[config.mk]
export PLATFORM = sky130hd
export DESIGN_NAME = movinv_bist
export DESIGN_NICKNAME = d
export VERILOG_FILES = /design/src/rtl/movinv_pkg.sv /design/src/rtl/movinv_ctrl.sv /design/src/rtl/movinv_datapath.sv /design/src/rtl/movinv_bist.sv
export SDC_FILE = /design/constraint.sdc
export NUM_CORES = 1
export LEC_CHECK = 0
export ABC_CLOCK_PERIOD_IN_PS = 6000
export BUFFER_PORTS_ARGS = -buffer_cell sky130_fd_sc_hd__buf_2
export CAP_MARGIN = 20
export CORE_ASPECT_RATIO = 1.1
export CORE_UTILIZATION = 39
export CTS_CLUSTER_DIAMETER = 150
export DETAILED_ROUTE_END_ITERATION = 12
export SLEW_MARGIN = 25
export SYNTH_ARGS = -nofsm -noshare
export SYNTH_HDL_FRONTEND = slang
export SYNTH_SLANG_ARGS = --single-unit
export TNS_END_PERCENT = 20
[constraint.sdc]
create_clock -name clk -period 6 [get_ports clk]
set_clock_uncertainty 0.2 [all_clocks]
set_input_delay 1.2 -clock clk [delete_from_list [all_inputs] [get_ports clk]]
set_output_delay 1.2 -clock clk [all_outputs]
set_load 0.01 [all_outputs]
[src/rtl/movinv_pkg.sv]
package movinv_pkg;

  typedef enum logic [1:0] {
    PM_SOLID = 2'd0,
    PM_BYTE  = 2'd1,
    PM_ROT   = 2'd2,
    PM_ALT   = 2'd3
  } patMode_e;

  typedef enum logic [2:0] {
    ST_IDLE,
    ST_FILL,
    ST_RDREQ,
    ST_RDWAIT,
    ST_WRITE,
    ST_DONE
  } ctlState_e;

  typedef struct packed {
    logic clrErr;
    logic cmpEn;
    logic invert;
  } dpStrobe_t;

  localparam int SOLID_PASSES = 2;
  localparam int BYTE_PASSES  = 20;

endpackage

[src/rtl/movinv_ctrl.sv]
module movinv_ctrl
  import movinv_pkg::*;
#(
  parameter int MEM_DEPTH = 16,
  parameter int DATA_W    = 32,
  parameter int RD_LAT    = 1,
  parameter int AW        = $clog2(MEM_DEPTH),
  parameter int PW        = 5
) (
  input  logic          clk,
  input  logic          rstN,
  input  logic          start,
  input  logic [1:0]    modeIn,
  output logic [AW-1:0] memAddr,
  output logic          wrEn,
  output logic          rdEn,
  output logic          busy,
  output logic          done,
  output patMode_e      modeQ,
  output logic [PW-1:0] passIdx,
  output dpStrobe_t     strb
);

  localparam int CW = $clog2(RD_LAT + 1);
  localparam logic [AW-1:0] LAST_ADDR = AW'(MEM_DEPTH - 1);

  ctlState_e     state;
  logic          desc;
  logic [CW-1:0] waitCnt;
  logic [PW-1:0] lastPass;
  logic          waitDone;

  always_comb begin
    unique case (modeQ)
      PM_BYTE: lastPass = PW'(BYTE_PASSES - 1);
      PM_ROT:  lastPass = PW'(DATA_W - 1);
      default: lastPass = PW'(SOLID_PASSES - 1);
    endcase
  end

  assign waitDone = (waitCnt == CW'(RD_LAT));

  always_ff @(posedge clk or negedge rstN) begin
    if (!rstN) begin
      state   <= ST_IDLE;
      memAddr <= '0;
      passIdx <= '0;
      desc    <= 1'b0;
      waitCnt <= '0;
      modeQ   <= PM_SOLID;
    end else begin
      unique case (state)
        ST_IDLE: if (start) begin
          modeQ   <= patMode_e'(modeIn);
          passIdx <= '0;
          memAddr <= '0;
          desc    <= 1'b0;
          state   <= ST_FILL;
        end
        ST_FILL: begin
          if (memAddr == LAST_ADDR) begin
            memAddr <= '0;
            state   <= ST_RDREQ;
          end else begin
            memAddr <= memAddr + 1'b1;
          end
        end
        ST_RDREQ: begin
          waitCnt <= CW'(1);
          state   <= ST_RDWAIT;
        end
        ST_RDWAIT: begin
          if (waitDone) state <= ST_WRITE;
          else waitCnt <= waitCnt + 1'b1;
        end
        ST_WRITE: begin
          if (!desc) begin
            if (memAddr == LAST_ADDR) desc <= 1'b1;
            else memAddr <= memAddr + 1'b1;
            state <= ST_RDREQ;
          end else if (memAddr == '0) begin
            desc <= 1'b0;
            if (passIdx == lastPass) begin
              state <= ST_DONE;
            end else begin
              passIdx <= passIdx + 1'b1;
              state   <= ST_FILL;
            end
          end else begin
            memAddr <= memAddr - 1'b1;
            state   <= ST_RDREQ;
          end
        end
        ST_DONE: state <= ST_IDLE;
        default: state <= ST_IDLE;
      endcase
    end
  end

  assign wrEn = (state == ST_FILL) || (state == ST_WRITE);
  assign rdEn = (state == ST_RDREQ);
  assign busy = (state != ST_IDLE) && (state != ST_DONE);
  assign done = (state == ST_DONE);

  assign strb.clrErr = (state == ST_IDLE) && start;
  assign strb.cmpEn  = (state == ST_RDWAIT) && waitDone;
  assign strb.invert = ((state == ST_RDWAIT) && desc) || ((state == ST_WRITE) && !desc);


  done_not_busy_chk: assert property (@(posedge clk) disable iff (!rstN) done |-> !busy);


  done_pulse_chk: assert property (@(posedge clk) disable iff (!rstN) done |=> !done);


  rd_wr_excl_chk: assert property (@(posedge clk) disable iff (!rstN) !(wrEn && rdEn));


  cmp_before_wr_chk: assert property (@(posedge clk) disable iff (!rstN)
    (wrEn && state == ST_WRITE) |-> $past(strb.cmpEn));


  addr_range_chk: assert property (@(posedge clk) disable iff (!rstN)
    busy |-> (memAddr <= LAST_ADDR));

endmodule

[src/rtl/movinv_datapath.sv]
module movinv_datapath
  import movinv_pkg::*;
#(
  parameter int DATA_W = 32,
  parameter int AW     = 4,
  parameter int PW     = 5
) (
  input  logic              clk,
  input  logic              rstN,
  input  dpStrobe_t         strb,
  input  patMode_e          modeQ,
  input  logic [PW-1:0]     passIdx,
  input  logic [AW-1:0]     addr,
  input  logic [DATA_W-1:0] rdData,
  output logic [DATA_W-1:0] wrData,
  output logic              errFlag,
  output logic [AW-1:0]     failAddr,
  output logic [DATA_W-1:0] failExp,
  output logic [DATA_W-1:0] failObs
);

  localparam int RW    = (DATA_W > 1) ? $clog2(DATA_W) : 1;
  localparam int LANES = DATA_W / 8;

  logic [7:0]        byteBase;
  logic [DATA_W-1:0] byteWord;
  logic [DATA_W-1:0] rotWord;
  logic [DATA_W-1:0] solidWord;
  logic [DATA_W-1:0] patWord;
  logic [31:0]       rotSum;
  logic [RW-1:0]     rotPos;

  always_comb begin
    if (passIdx < PW'(8)) begin
      byteBase = 8'h01 << passIdx[2:0];
    end else if (passIdx < PW'(16)) begin
      byteBase = ~(8'h01 << passIdx[2:0]);
    end else begin
      unique case (passIdx[1:0])
        2'd0: byteBase = 8'h55;
        2'd1: byteBase = 8'hAA;
        2'd2: byteBase = 8'h33;
        default: byteBase = 8'hCC;
      endcase
    end
  end

  for (genvar g = 0; g < LANES; g++) begin : g_lane
    assign byteWord[g*8 +: 8] = byteBase;
  end

  assign rotSum    = 32'(passIdx) + 32'(addr);
  assign rotPos    = RW'(rotSum % 32'(DATA_W));
  assign rotWord   = {{(DATA_W-1){1'b0}}, 1'b1} << rotPos;
  assign solidWord = {DATA_W{passIdx[0]}};

  always_comb begin
    unique case (modeQ)
      PM_BYTE: patWord = byteWord;
      PM_ROT:  patWord = rotWord;
      default: patWord = solidWord;
    endcase
  end

  assign wrData = patWord ^ {DATA_W{strb.invert}};

  always_ff @(posedge clk or negedge rstN) begin
    if (!rstN) begin
      errFlag  <= 1'b0;
      failAddr <= '0;
      failExp  <= '0;
      failObs  <= '0;
    end else if (strb.clrErr) begin
      errFlag  <= 1'b0;
      failAddr <= '0;
      failExp  <= '0;
      failObs  <= '0;
    end else if (strb.cmpEn && !errFlag && (rdData != wrData)) begin
      errFlag  <= 1'b1;
      failAddr <= addr;
      failExp  <= wrData;
      failObs  <= rdData;
    end
  end


  err_sticky_chk: assert property (@(posedge clk) disable iff (!rstN)
    (errFlag && !strb.clrErr) |=> errFlag);


  fail_hold_chk: assert property (@(posedge clk) disable iff (!rstN)
    (errFlag && !strb.clrErr) |=> ($stable(failAddr) && $stable(failExp) && $stable(failObs)));


  err_clear_chk: assert property (@(posedge clk) disable iff (!rstN)
    strb.clrErr |=> !errFlag);

endmodule

[src/rtl/movinv_bist.sv]
module movinv_bist
  import movinv_pkg::*;
#(
  parameter int MEM_DEPTH = 16,
  parameter int DATA_W    = 32,
  parameter int RD_LAT    = 1,
  parameter int AW        = $clog2(MEM_DEPTH)
) (
  input  logic              clk,
  input  logic              rstN,
  input  logic              start,
  input  logic [1:0]        mode,
  input  logic [DATA_W-1:0] rdData,
  output logic [AW-1:0]     memAddr,
  output logic [DATA_W-1:0] wrData,
  output logic              wrEn,
  output logic              rdEn,
  output logic              busy,
  output logic              done,
  output logic              errFlag,
  output logic [AW-1:0]     failAddr,
  output logic [DATA_W-1:0] failExp,
  output logic [DATA_W-1:0] failObs
);

  localparam int MAXP = (DATA_W > BYTE_PASSES) ? DATA_W : BYTE_PASSES;
  localparam int PW   = $clog2(MAXP);

  dpStrobe_t     strb;
  patMode_e      modeQ;
  logic [PW-1:0] passIdx;

  movinv_ctrl #(
    .MEM_DEPTH(MEM_DEPTH), .DATA_W(DATA_W), .RD_LAT(RD_LAT), .AW(AW), .PW(PW)
  ) u_ctrl (
    .clk(clk), .rstN(rstN), .start(start), .modeIn(mode),
    .memAddr(memAddr), .wrEn(wrEn), .rdEn(rdEn), .busy(busy), .done(done),
    .modeQ(modeQ), .passIdx(passIdx), .strb(strb)
  );

  movinv_datapath #(
    .DATA_W(DATA_W), .AW(AW), .PW(PW)
  ) u_dp (
    .clk(clk), .rstN(rstN), .strb(strb), .modeQ(modeQ), .passIdx(passIdx),
    .addr(memAddr), .rdData(rdData), .wrData(wrData), .errFlag(errFlag),
    .failAddr(failAddr), .failExp(failExp), .failObs(failObs)
  );

endmodule

==> run summary <==
DRC Markers: 0
Netlist cell types: 82
H-Tree Depth: 3
Worst setup EP type: flip-flop
CP required: 6.02 ns
Pwr Density: 511 nW/µm²
Post-Syn Area: 6620 µm²
Internal power: 2.05 mW
Root Driver: clkbuf_16
Most frequent cells in the layout: buf_2 (144), dfrtp_1 (85), nand2_1 (67)
Critical R2R Launch: u_ctrl.memAddr[0]
Commonest non-fill, non-tap cell in the layout: buf_2
GPL Wtd Cong: 0.946
DR vias/cell: 5.71
Worst slew pin tran: 0.899 ns
Largest family of logic cells by synthesized area: simple AND/OR/NAND/NOR gates
Filler Cells Inserted: 1630
Mux share of post-synthesis cell area: 0.122
DRT Pass-1 Iters: 5
Synth Flop Type: dfrtp_1
Hpwl dp: 15900 µm
Maximum fanout along the worst path: 69
First-pass GRT wire length: 32800 µm
Sequential cell fraction of total power: 0.225
Routed vias: 6214
Vias in the first global route: 5969
Clock power frac: 0.134
CTS tree: done
Net Sw Frac: 0.486
Max-cap violation count: 0
Crit path kind: flip-flop to flip-flop
FF+latch count, synth: 85
Hold Buf Count CTS: 0
Final ANT Viol Nets: 0
HP Class: flip-flop to flip-flop
Maximum vdd drop: 0.271 mV
Starting Density: 0.401
RSZ-0062 raised after global routing: false
Combinational power share: 0.640
Overall global routing resource usage: 0.240
Final Hold Vio Count: 0
Period minus WS final: 5.49 ns
Antenna violations before repair: 0
Mapped Nets: 812
Synth Area in Simple Gates: 0.202
Mapped Cells: 759
Post-synthesis sequential area ratio: 0.321
WL per Instance: 19.0 µm
CTS Buf Count: 9
Finished Core Util: 0.472
Dpl cells: 1072
GRT overflow: 0
P_leak: 4.02 nW
Sw Pwr: 1.94 mW
Startpoint Class: flip-flop
Area grow syn2layout: 17.7%
Max transition margin: 0.385
Io pins: 146
CP startpoint: u_ctrl.memAddr[0]
Adder-cell share of the synthesized area: 0.0314
Final worst-path cycle share: 0.914
Peak Freq: 182 MHz
Share of cells above drive strength 1: 0.217
Setup-failing EPs final: 0
DRT iter0 DRCs: 394
Worst-Skew Late Latency: 0.35 ns
Final cell count without fillers: 1088
Largest net degree at the start of global routing: 70
Die height: 139 µm
# nets final: 932
Setup tns final: 0 ns
Outcome: complete, no violations
Die area: 17500 µm²
Post-synthesis async set-or-reset flop share: 1.00
Complex-gate fraction of the synthesized area: 0.185
XOR/XNOR Fraction of Synth Area: 0.0764
Post-CTS Setup Bufs: 0
Slew Limit Fails: 0
Diodes inserted: 0
CTS sink cnt: 85
Critical Path AT: 5.51 ns
HP Start: u_ctrl.waitCnt
Reg clk slew, reported paths: 0.06 ns
Post-CTS resize count: 0
EDFF count, synth: 0
Syn_area_per_cell: 8.72 µm²
Routed WL: 20700 µm
CTS max path bufs: 2
Die width: 126 µm
IO Port Bufs: 145
Core area: 16500 µm²
Syn. warnings: 0
Cell row count: 49
==> worst paths after layout <==
path / endpoint / slack (ns) / depth (start not counted)
max: u_dp.failExp[10] / 0.51 / 14
min: u_ctrl.waitCnt / 0.30 / 1
max reg2reg: u_dp.failExp[10] / 0.51 / 14
min reg2reg: u_ctrl.waitCnt / 0.30 / 1
max in group asynchronous: u_dp.failExp[12] / 3.98 / 2
min in group asynchronous: u_dp.failObs[28] / 0.61 / 1
==> flip-flops by register name (all words and copies together), names as in the netlist <==
signal / cells
u_ctrl.desc: 1
u_ctrl.memAddr: 4
u_ctrl.modeQ: 2
u_ctrl.passIdx: 5
u_ctrl.state: 3
u_ctrl.waitCnt: 1
u_dp.errFlag: 1
u_dp.failAddr: 4
u_dp.failExp: 32
u_dp.failObs: 32
==> cell families (layout without fill, tap and decap cells) <==
family / after synthesis / count (layout)
AOI/OAI and AO/OA: 175 / 175
xor gates and xnor gates: 53 / 53
adders and majority gates: 16 / 16
buffers and inverters: 97 / 222
DFF: 85 / 85
muxes: 77 / 77
and+or+nand+nor: 256 / 256
==> stage by stage <==
stage | total power [mW] | hold slack [ns] | setup WS, ns | cell area, µm²
after global placement | 3.45 | 0.292 | 0.634 | 7490
final | 3.98 | 0.304 | 0.514 | 7790
after global routing | 4.26 | 0.335 | 0.208 | 7790
after CTS | 3.99 | 0.302 | 0.570 | 7780
after detailed placement | 3.43 | 0.290 | 0.562 | 7490
after floorplan | 2.50 | 0.258 | 1.31 | 6620
==> power by group through the flow <==
| stage | logic (mW) | clock network (mW) | registers, mW |
|---|---|---|---|
| floorplan | 1.53 | 0 | 0.970 |
| global placement | 2.54 | 0 | 0.909 |
| detailed placement | 2.52 | 0 | 0.909 |
| CTS | 2.54 | 0.551 | 0.900 |
| global route | 2.76 | 0.575 | 0.925 |
| finish | 2.55 | 0.535 | 0.897 |
==> metal layers <==
metal	track usage	up-vias	wire length, µm
met4	0.0945	0	571
met3	0.0359	30	1110
met2	0.408	232	10200
li1	-	2969	-
met5	0	-	0
met1	0.306	2983	8790
==> Yosys cell counts, drive strengths merged, types with 9 or more instances <==
cell / count / area share
inv: 48 / 0.027
mux2i: 47 / 0.071
nor2b: 11 / 0.010
ha: 15 / 0.028
o31ai: 11 / 0.015
dfrtp: 85 / 0.32
o22ai: 21 / 0.020
nand3: 16 / 0.012
nand2: 67 / 0.038
buf: 19 / 0.017
a21oi: 31 / 0.024
mux2: 30 / 0.051
and2: 34 / 0.032
clkbuf: 30 / 0.017
xnor2: 47 / 0.062
nor2: 48 / 0.027
nor3: 14 / 0.011
o21ai: 35 / 0.026
nor4: 9 / 0.0085
==> cell type report <==
class | count | area (µm²) | area share
multi-input combinational | 577 | 4100 | 0.526
sequential | 85 | 2130 | 0.273
timing repair buffer | 158 | 838 | 0.108
tap | 204 | 255 | 0.0328
clock buffer | 10 | 239 | 0.0307
inverter | 48 | 180 | 0.0231
clock inverter | 6 | 48.8 | 0.00627
==> worst max-delay path, cell delays in order, from the launching register on <==
cell	delay, ns
dfrtp_1	0.47
ha_1	0.25
inv_1	0.07
fa_1	0.51
nand3b_1	0.33
nand3_1	0.21
nand2_1	0.29
o31ai_1	0.68
xnor2_1	0.21
o2bb2ai_1	0.18
a211o_1	0.26
or4_1	0.57
o31ai_4	0.30
buf_12	0.40
mux2_1	0.37
No activity file was read; power rests on OpenSTA's default activity.
